===== config.mk =====
export PLATFORM = sky130hd
export DESIGN_NAME = frag_sort_top
export DESIGN_NICKNAME = d
export VERILOG_FILES = /design/src/rtl/fs_pkg.sv /design/src/rtl/fs_slot_store.sv /design/src/rtl/fs_resolver.sv /design/src/rtl/frag_sort_top.sv
export SDC_FILE = /design/constraint.sdc
export NUM_CORES = 2
export LEC_CHECK = 0
export BUFFER_PORTS_ARGS = -buffer_cell sky130_fd_sc_hd__buf_2
export CAP_MARGIN = 10
export CORE_ASPECT_RATIO = 0.5
export CORE_UTILIZATION = 60
export CTS_CLUSTER_SIZE = 8
export DETAILED_ROUTE_END_ITERATION = 8
export PLACE_DENSITY_LB_ADDON = 0.12
export SYNTH_ARGS = -nofsm -noshare
export SYNTH_HDL_FRONTEND = slang
export SYNTH_SLANG_ARGS = --single-unit
export TNS_END_PERCENT = 20

===== constraint.sdc =====
create_clock -name clk -period 16.8 [get_ports clk]
set_input_delay 5.04 -clock clk [delete_from_list [all_inputs] [get_ports clk]]
set_output_delay 5.04 -clock clk [all_outputs]
set_load 0.01 [all_outputs]

===== src/rtl/fs_pkg.sv =====
package fs_pkg;
    localparam int DEPTH_W = 16;
    localparam int COLOR_W = 16;

    typedef struct packed {
        logic [DEPTH_W-1:0] depth;
        logic [COLOR_W-1:0] color;
    } frag_t;

    typedef enum logic [1:0] {
        RS_IDLE,
        RS_LOAD,
        RS_SORT,
        RS_EMIT
    } rs_state_t;

    // strict comparison keeps equal keys in capture order
    function automatic logic deeper(input logic [DEPTH_W-1:0] a, input logic [DEPTH_W-1:0] b);
        return a > b;
    endfunction
endpackage


===== src/rtl/fs_slot_store.sv =====
module fs_slot_store import fs_pkg::*; #(
    parameter int NPIX  = 16,
    parameter int SLOTS = 4,
    localparam int PIX_W = $clog2(NPIX),
    localparam int IDX_W = $clog2(SLOTS),
    localparam int CNT_W = $clog2(SLOTS + 1)
) (
    input  logic             clk,
    input  logic             rst,
    input  logic             lock,
    input  logic             clr,
    input  logic             wr_valid,
    input  logic [PIX_W-1:0] wr_pix,
    input  frag_t            wr_frag,
    input  logic [PIX_W-1:0] rd_pix,
    output logic [CNT_W-1:0] rd_cnt,
    output logic             rd_ovf,
    output frag_t            rd_row [SLOTS]
);
    logic [CNT_W-1:0] cnt_q [NPIX];
    logic             ovf_q [NPIX];
    frag_t            slot_q [NPIX][SLOTS];

    logic clr_en;
    logic wr_en;
    logic has_room;

    assign clr_en   = clr && !lock;
    assign wr_en    = wr_valid && !clr && !lock;
    assign has_room = cnt_q[wr_pix] < CNT_W'(SLOTS);

    // counter read-modify-write in a single cycle: the next fragment sees the new count
    always_ff @(posedge clk) begin
        if (rst || clr_en) begin
            for (int p = 0; p < NPIX; p++) begin
                cnt_q[p] <= '0;
                ovf_q[p] <= 1'b0;
            end
        end else if (wr_en) begin
            if (has_room) cnt_q[wr_pix] <= cnt_q[wr_pix] + CNT_W'(1);
            else          ovf_q[wr_pix] <= 1'b1;
        end
    end

    always_ff @(posedge clk) begin
        if (wr_en && has_room)
            slot_q[wr_pix][cnt_q[wr_pix][IDX_W-1:0]] <= wr_frag;
    end

    assign rd_cnt = cnt_q[rd_pix];
    assign rd_ovf = ovf_q[rd_pix];
    always_comb begin
        for (int s = 0; s < SLOTS; s++) rd_row[s] = slot_q[rd_pix][s];
    end

    for (genvar g = 0; g < NPIX; g++) begin : g_chk
        AST_CNT_BOUND: assert property (@(posedge clk) disable iff (rst)
            cnt_q[g] <= CNT_W'(SLOTS));
        AST_CNT_STEP: assert property (@(posedge clk) disable iff (rst)
            (wr_en && wr_pix == PIX_W'(g) && cnt_q[g] < CNT_W'(SLOTS))
            |=> cnt_q[g] == $past(cnt_q[g]) + CNT_W'(1));
        AST_OVF_STICKY: assert property (@(posedge clk) disable iff (rst)
            (ovf_q[g] && !clr_en) |=> ovf_q[g]);
        AST_CLR_EMPTY: assert property (@(posedge clk) disable iff (rst)
            clr_en |=> (cnt_q[g] == '0 && !ovf_q[g]));
        AST_LOCK_FROZEN: assert property (@(posedge clk) disable iff (rst)
            lock |=> $stable(cnt_q[g]));
    end
endmodule


===== src/rtl/fs_resolver.sv =====
module fs_resolver import fs_pkg::*; #(
    parameter int NPIX  = 16,
    parameter int SLOTS = 4,
    localparam int PIX_W = $clog2(NPIX),
    localparam int IDX_W = $clog2(SLOTS),
    localparam int CNT_W = $clog2(SLOTS + 1)
) (
    input  logic               clk,
    input  logic               rst,
    input  logic               start,
    output logic [PIX_W-1:0]   rd_pix,
    input  logic [CNT_W-1:0]   rd_cnt,
    input  logic               rd_ovf,
    input  frag_t              rd_row [SLOTS],
    output logic               busy,
    output logic               out_valid,
    output logic [PIX_W-1:0]   out_pix,
    output logic [IDX_W-1:0]   out_rank,
    output logic [DEPTH_W-1:0] out_depth,
    output logic [COLOR_W-1:0] out_color,
    output logic               out_last,
    output logic               out_ovf
);
    rs_state_t        state;
    logic [PIX_W-1:0] pix;
    frag_t            loc [SLOTS];
    logic [CNT_W-1:0] n;
    logic [IDX_W-1:0] i, j, k;
    logic             ovf;
    logic             last_pix;
    logic             do_swap;
    logic             k_final;

    assign last_pix = pix == PIX_W'(NPIX - 1);
    assign do_swap  = (j != '0) && deeper(loc[j - IDX_W'(1)].depth, loc[j].depth);
    assign k_final  = (CNT_W'(k) + CNT_W'(1)) == n;

    always_ff @(posedge clk) begin
        if (rst) begin
            state <= RS_IDLE;
            pix   <= '0;
            n     <= '0;
            i     <= '0;
            j     <= '0;
            k     <= '0;
            ovf   <= 1'b0;
        end else begin
            case (state)
                RS_IDLE: if (start) begin
                    pix   <= '0;
                    state <= RS_LOAD;
                end
                RS_LOAD: begin
                    if (rd_cnt == '0) begin
                        if (last_pix) state <= RS_IDLE;
                        else          pix   <= pix + PIX_W'(1);
                    end else begin
                        for (int s = 0; s < SLOTS; s++) loc[s] <= rd_row[s];
                        n     <= rd_cnt;
                        ovf   <= rd_ovf;
                        i     <= IDX_W'(1);
                        j     <= IDX_W'(1);
                        k     <= '0;
                        state <= (rd_cnt == CNT_W'(1)) ? RS_EMIT : RS_SORT;
                    end
                end
                RS_SORT: begin
                    if (do_swap) begin
                        loc[j - IDX_W'(1)] <= loc[j];
                        loc[j]             <= loc[j - IDX_W'(1)];
                        j                  <= j - IDX_W'(1);
                    end else if ((CNT_W'(i) + CNT_W'(1)) >= n) begin
                        state <= RS_EMIT;
                    end else begin
                        i <= i + IDX_W'(1);
                        j <= i + IDX_W'(1);
                    end
                end
                RS_EMIT: begin
                    if (k_final) begin
                        if (last_pix) state <= RS_IDLE;
                        else begin
                            pix   <= pix + PIX_W'(1);
                            state <= RS_LOAD;
                        end
                    end else begin
                        k <= k + IDX_W'(1);
                    end
                end
                default: state <= RS_IDLE;
            endcase
        end
    end

    assign rd_pix    = pix;
    assign busy      = state != RS_IDLE;
    assign out_valid = state == RS_EMIT;
    assign out_pix   = pix;
    assign out_rank  = k;
    assign out_depth = loc[k].depth;
    assign out_color = loc[k].color;
    assign out_last  = out_valid && k_final;
    assign out_ovf   = ovf;

    AST_DEPTH_ORDER: assert property (@(posedge clk) disable iff (rst)
        (out_valid && !out_last) |=> (out_valid && !deeper($past(out_depth), out_depth)));
    AST_RANK_STEP: assert property (@(posedge clk) disable iff (rst)
        (out_valid && !out_last) |=> (out_rank == $past(out_rank) + IDX_W'(1)));
    AST_RANK_FIRST: assert property (@(posedge clk) disable iff (rst)
        $rose(out_valid) |-> out_rank == '0);
    AST_PIX_HOLD: assert property (@(posedge clk) disable iff (rst)
        (out_valid && !out_last) |=> $stable(out_pix));
endmodule


===== src/rtl/frag_sort_top.sv =====
module frag_sort_top import fs_pkg::*; #(
    parameter int NPIX  = 16,
    parameter int SLOTS = 4,
    localparam int PIX_W = $clog2(NPIX),
    localparam int IDX_W = $clog2(SLOTS),
    localparam int CNT_W = $clog2(SLOTS + 1)
) (
    input  logic               clk,
    input  logic               rst,
    input  logic               clr,
    input  logic               frag_valid,
    input  logic [PIX_W-1:0]   frag_pix,
    input  logic [DEPTH_W-1:0] frag_depth,
    input  logic [COLOR_W-1:0] frag_color,
    input  logic               resolve_start,
    output logic               busy,
    output logic               out_valid,
    output logic [PIX_W-1:0]   out_pix,
    output logic [IDX_W-1:0]   out_rank,
    output logic [DEPTH_W-1:0] out_depth,
    output logic [COLOR_W-1:0] out_color,
    output logic               out_last,
    output logic               out_ovf
);
    frag_t            in_frag;
    logic [PIX_W-1:0] rd_pix;
    logic [CNT_W-1:0] rd_cnt;
    logic             rd_ovf;
    frag_t            rd_row [SLOTS];

    assign in_frag = '{depth: frag_depth, color: frag_color};

    fs_slot_store #(.NPIX(NPIX), .SLOTS(SLOTS)) u_store (
        .clk(clk), .rst(rst), .lock(busy), .clr(clr),
        .wr_valid(frag_valid), .wr_pix(frag_pix), .wr_frag(in_frag),
        .rd_pix(rd_pix), .rd_cnt(rd_cnt), .rd_ovf(rd_ovf), .rd_row(rd_row)
    );

    fs_resolver #(.NPIX(NPIX), .SLOTS(SLOTS)) u_resolve (
        .clk(clk), .rst(rst), .start(resolve_start),
        .rd_pix(rd_pix), .rd_cnt(rd_cnt), .rd_ovf(rd_ovf), .rd_row(rd_row),
        .busy(busy), .out_valid(out_valid), .out_pix(out_pix), .out_rank(out_rank),
        .out_depth(out_depth), .out_color(out_color), .out_last(out_last), .out_ovf(out_ovf)
    );

    AST_BEAT_IN_BUSY: assert property (@(posedge clk) disable iff (rst)
        out_valid |-> busy);
endmodule


==> After elaboration in Yosys (flattened, before gate mapping) <==
Memories as Yosys holds them, arrays and structs flattened. A register that Yosys moved wholly into a read port is not among the register bits.
Index checks and enable logic that the tools add are counted.
W data, S select, Z words.
{ "classes": {"order_cmp": 5, "n_addsub": 7, "reduce_logical": 27, "mux": 65, "eq_ne": 16, "bitwise": 2} }
{ "ops": {"columns": ["cell", "n"], "rows": [
  ["$mux W128", 1],
  ["$mux W32", 3],
  ["$demux W32 S2", 1],
  ["$reduce_or A32 Y1", 2],
  ["$mux W4", 10],
  ["$mux W2", 18],
  ["$mux W1", 26],
  ["$gt A16 B16 Y1", 1],
  ["$ne A2 B2 Y1 const B", 6],
  ["$pmux W2 S2", 3],
  ["$pmux W4 S3", 1],
  ["$pmux W2 S4", 1],
  ["$reduce_and A4 Y1", 2],
  ["$reduce_bool A2 Y1", 4],
  ["$logic_and A1 B1 Y1", 7],
  ["$add A2 B1 Y3 const B", 2],
  ["$ne A3 B2 Y1 const B", 2],
  ["$reduce_and A3 Y1", 2],
  ["$reduce_and A5 Y1", 1],
  ["$add A2 B1 Y2 const B", 2],
  ["$add A4 B1 Y4 const B", 1],
  ["$eq A2 B2 Y1 const B", 2],
  ["$eq A4 B4 Y1 const B", 1],
  ["$ne A2 B1 Y1 const B", 2],
  ["other kinds (20)", 21]
]} }
{ "word_totals": {"mem_bits_rw": 2240, "regBits": 15, "memories": 4} }
{ "memory_table": {"columns": ["memory", "depth", "word_bits", "read_ports", "rd_clocked_by_memory_dff", "wr", "line_no", "text"], "rows": [
  ["u_store.slot_q", 16, 128, 1, 1, 1, "fs_slot_store.sv:22", "frag_t slot_q [NPIX][SLOTS];"],
  ["u_resolve.loc", 4, 32, 3, 2, 4, "fs_resolver.sv:26", "frag_t loc [SLOTS];"],
  ["u_store.cnt_q", 16, 3, 2, 1, 16, "fs_slot_store.sv:20", "logic [CNT_W-1:0] cnt_q [NPIX];"],
  ["u_store.ovf_q", 16, 1, 1, 1, 16, "fs_slot_store.sv:21", "logic ovf_q [NPIX];"]
]} }

==> Depth between registers and ports, before layout <==
An unclocked memory read counts as a cell.
{ "depth": {"word_depth": 10, "depth_mapped": 17, "ltp_nobuf": 12} }

==> Cells and area by module <==
From an unflattened synthesis, not the netlist that was laid out.
{ "hier_totals": {"cells_unflattened": 4202, "area_unflattened_um2": 91584.1} }
{ "modules_own_cells": {"columns": ["module", "seq_area_each_um2", "cells_each", "instances", "area_each_um2"], "rows": [
  ["fs_slot_store", 63260.7, 3305, 1, 80866.3],
  ["fs_resolver", 4244.1, 897, 1, 10717.8]
]} }

==> Worst setup path before layout <==
Ideal clock, no wire load.
{ "synth_timing": {"path_type": "in2reg", "from": "input port frag_pix[0]", "to": "memory u_store.slot_q[11][100] (netlist bit), enable pin", "setup_slack_ns": 7.734, "arrival_ns": 8.645, "setup_ns": 0.421, "cell_stages": 9, "path_cell_list": "buf_2 clkbuf_1 mux4_2 mux4_2 inv_1 ha_1 nand2_1 clkbuf_1 nor2_1"} }
{ "synth_via": {"elab_chain_cells": 7, "word_cells_on_any_way": 11, "cone_classes": "3 x order compare; 4 x mux; 1 x bitwise; 2 x reduce/logical; 1 x memory"} }
{ "synth_rtl": {"columns": ["item", "line_no", "text"], "rows": [
  ["from (decl)", "frag_sort_top.sv:12", "input logic [PIX_W-1:0] frag_pix,"],
  ["$mem_v2 Z16 W3", null, null],
  ["$not A2 Y3 (not written as such)", "fs_slot_store.sv:47", "slot_q[wr_pix][cnt_q[wr_pix][IDX_W-1:0]] <= wr_frag;"],
  ["$ge A3 B3 Y1 (not written as such) or $lt A3 B1 Y1 (tied branches)", "fs_slot_store.sv:47", null],
  ["$logic_and A1 B1 Y1 (not written as such)", "fs_slot_store.sv:47", null],
  ["$mux W32 (not written as such)", "fs_slot_store.sv:47", null],
  ["$demux W32 S2", "fs_slot_store.sv:47", null],
  ["$mux W128 (not written as such)", "fs_slot_store.sv:47", null],
  ["to (decl)", "fs_slot_store.sv:22", null]
]} }
Parallel ways exist; a longest one is shown, timed or not.

==> Worst setup path after layout <==
{ "layout_timing": {"from": "input port frag_pix[0]", "to": "memory u_store.slot_q[7][6] (netlist bit), enable pin"} }
The elaborated chain is that of the path after synthesis.

==> metrics.txt <==
mux share of post-synthesis cell area 0.1908; antenna violations before repair 24; total CTS buffers 324; Ports 83; DRT Pass-1 Iters 6; largest net degree at the start of global routing 157; Worst EP required 17.22 ns; Via Count 46,510; Resized Gates After CTS 0; DRT antenna net count 0; CTS clock-pin slew for the worst setup and hold paths 0.05 ns; area leader, netlist edfxtp_1; synthesized area per cell 21.31 um2; hold buffers post-CTS 0; status finished clean; dpl cell area 93,710 um2; Setup Buffers After CTS 0; FFs w/ async S/R, synth 0; WS Path Type in -> reg; synth cell count leaders edfxtp_1, mux4_2, nand2_1, clkbuf_1, o21ai_0; Startpoint Class input port; final hold vios 0; Adder-Cell Fraction of Synth Area 0.004833; YS warnings 0; Final Cycle Share 0.4983; fin worst setup slack 8.428 ns; Initial Util 0.6070; FP Rows 100; worst path arrival time 8.80 ns; highest clock rate 119.4 MHz; Place WS 7.641 ns; worst clock skew 0.06218 ns; Setup crit end kind flop; Port Buffers 82; DRC viols 0; DIE WIDTH 551.6 um; Synth Area in Compound Gates 0.02580; synthesized area 90,610 um2; vias in the first global route 44,850; post-route setup TNS 0 ns; Synth Flop Type edfxtp_1; xor-xnor portion of the synthesized cell area 0.0003866; global-route wire length before repair 338,100 um; Synthesized Nets 4,327; top-count cell post-synth edfxtp_1; GRT Util Overall 0.3206; unrepaired setup endpoints after global routing false; worst stage delay on the critical path 0.96 ns; synthesis-to-layout area growth 12.99%; Hold Crit Class reg -> reg; Max Cap Violations 0; top post-synthesis cells by area edfxtp_1, mux4_2, mux2i_1, dfxtp_1, o21ai_0; Die Span Y 276.8 um; Pwr Total 15.05 mW; largest family of logic cells by synthesized area multiplexers; Total Wirelength 239,800 um; CP max FO 32; area share of the largest cell type after synthesis 0.7371; Iteration-0 DRC Markers 7,654; Power Dens Cells 147.0 nW/um2; Crit-path slowest cell nor2_4; Relative slew margins 0.2081; Synth cell types 60; CTS H-Tree Depth 5; CTS tree yes; Longest Clk Path Bufs 4; routed len/inst 36.73 um; minimum clock period 8.372 ns; worst r2r path cells 15; worst-margin pin slew 1.185 ns; # nets final 4,550; Hold Crit Depth 2; vias per inst 7.123; die footprint 152,700 um2; Leak Pwr 30.91 nW; post-synthesis sequential area ratio 0.7459; post-synthesis simple-gate area fraction 0.01928; Final Max Slew Viols 0; Seq cells post-synth 2,264; GPL Wtd Cong 0.8786; grt ovf 0; HPWL after DPL 138,200 um; floorplan core area 149,300 um2; Post-Syn Instances 4,251; clock latency on the worst-skew pair 0.83 ns; worst vdd ir 0.0001160 V; Final Instance Area 102,400 um2; share of layout cells above drive strength 1 0.2962; Post-synth EDFFs 2,224; Most common cell on crit path mux4_2; CP Cell Sequence buf_2 -> mux4_2 -> mux4_2 -> or2_1 -> inv_2 -> nand2_1 -> buf_4 -> nor2_4; clk sinks 2,264; clk root buf clkbuf_16; Setup Viol. Count Final 0
## layout make-up
cell class                      count  area (um2)
Antenna cell                        7       17.52
Clock buffer                      370        8387
Clock inverter                     16       262.8
Fill cell                        8908       46890
Inverter                           35       131.4
Multi-Input combinational cell   1686       22400
Sequential cell                  2264       67610
Tap cell                         1989        2489
Timing Repair Buffer              163        1091
## per-stage QoR
stage	utilization	hold WS (ns)	instances
finish	0.6859	0.4429	6530
floorplan	-	0.4198	4251
CTS	0.6857	0.4474	6522
detailed placement	0.6278	0.4366	6136
global route	0.6858	0.4731	6523
global placement	0.6278	0.4287	6136
## cell families after synthesis
kind of cell / Yosys count
DFF: 2264
muxes: 833
and+or+nand+nor: 415
AOI/OAI and AO/OA: 399
buffers and inverters: 301
adders and majority gates: 35
xor gates and xnor gates: 4
## routing by layer
metal	GRT usage	share of wire	vias to the layer above
met2	0.4310	0.42	3275
met5	0	0.00031	-
met3	0.1164	0.15	340
met1	0.5039	0.40	24610
met4	0.07700	0.024	10
li1	-	-	18280
## critical path, delay by kind of cell
| kind | cells | cell delay [ns] |
|---|---|---|
| buffers and inverters | 3 | 0.98 |
| multiplexers | 2 | 1.06 |
| AND/OR/NAND/NOR | 3 | 1.61 |
## cell usage in the layout, fill, tap and decap left out, types with 41 or more instances in the layout
| cell | instances |
|---|---|
| edfxtp_1 | 2224 |
| mux4_2 | 712 |
| clkbuf_16 | 329 |
| nand2_1 | 186 |
| o21ai_0 | 147 |
| buf_4 | 92 |
| mux2i_1 | 89 |
| a21oi_1 | 88 |
| nor2_1 | 80 |
| buf_2 | 68 |
| o22ai_1 | 66 |
| nor2_4 | 64 |
| clkbuf_1 | 41 |
## power by group
| part | total (mW) | switching, mW | internal [mW] |
|---|---|---|---|
| Clock | 5.74 | 2.27 | 3.48 |
| Sequential | 6.46 | 0.0960 | 6.36 |
| Combinational | 2.85 | 1.65 | 1.19 |
| Total | 15.0 | 4.02 | 11.0 |
## sequential cells by signal (all words and copies together) (netlist names), named ones only
name,count
u_resolve.j,2
u_resolve.loc,128
u_resolve.out_ovf,1
u_resolve.state,1
u_store.cnt_q,48
u_resolve.i,2
u_resolve.out_pix,4
u_resolve.n,3
u_store.ovf_q,16
u_resolve.out_rank,2
u_store.slot_q,2048
## final timing paths
kind | from | endpoint | slack [ns]
worst min-delay path | u_store.ovf_q[2] | u_store.ovf_q[2] | 0.44
worst max register to register | u_resolve.j[0] | u_resolve.loc[2][31] | 10.32
worst min register to register | u_store.ovf_q[2] | u_store.ovf_q[2] | 0.44
worst max-delay path | frag_pix[0] | u_store.slot_q[7][6] | 8.43
Note: power is estimated with default switching activity, not from simulation.
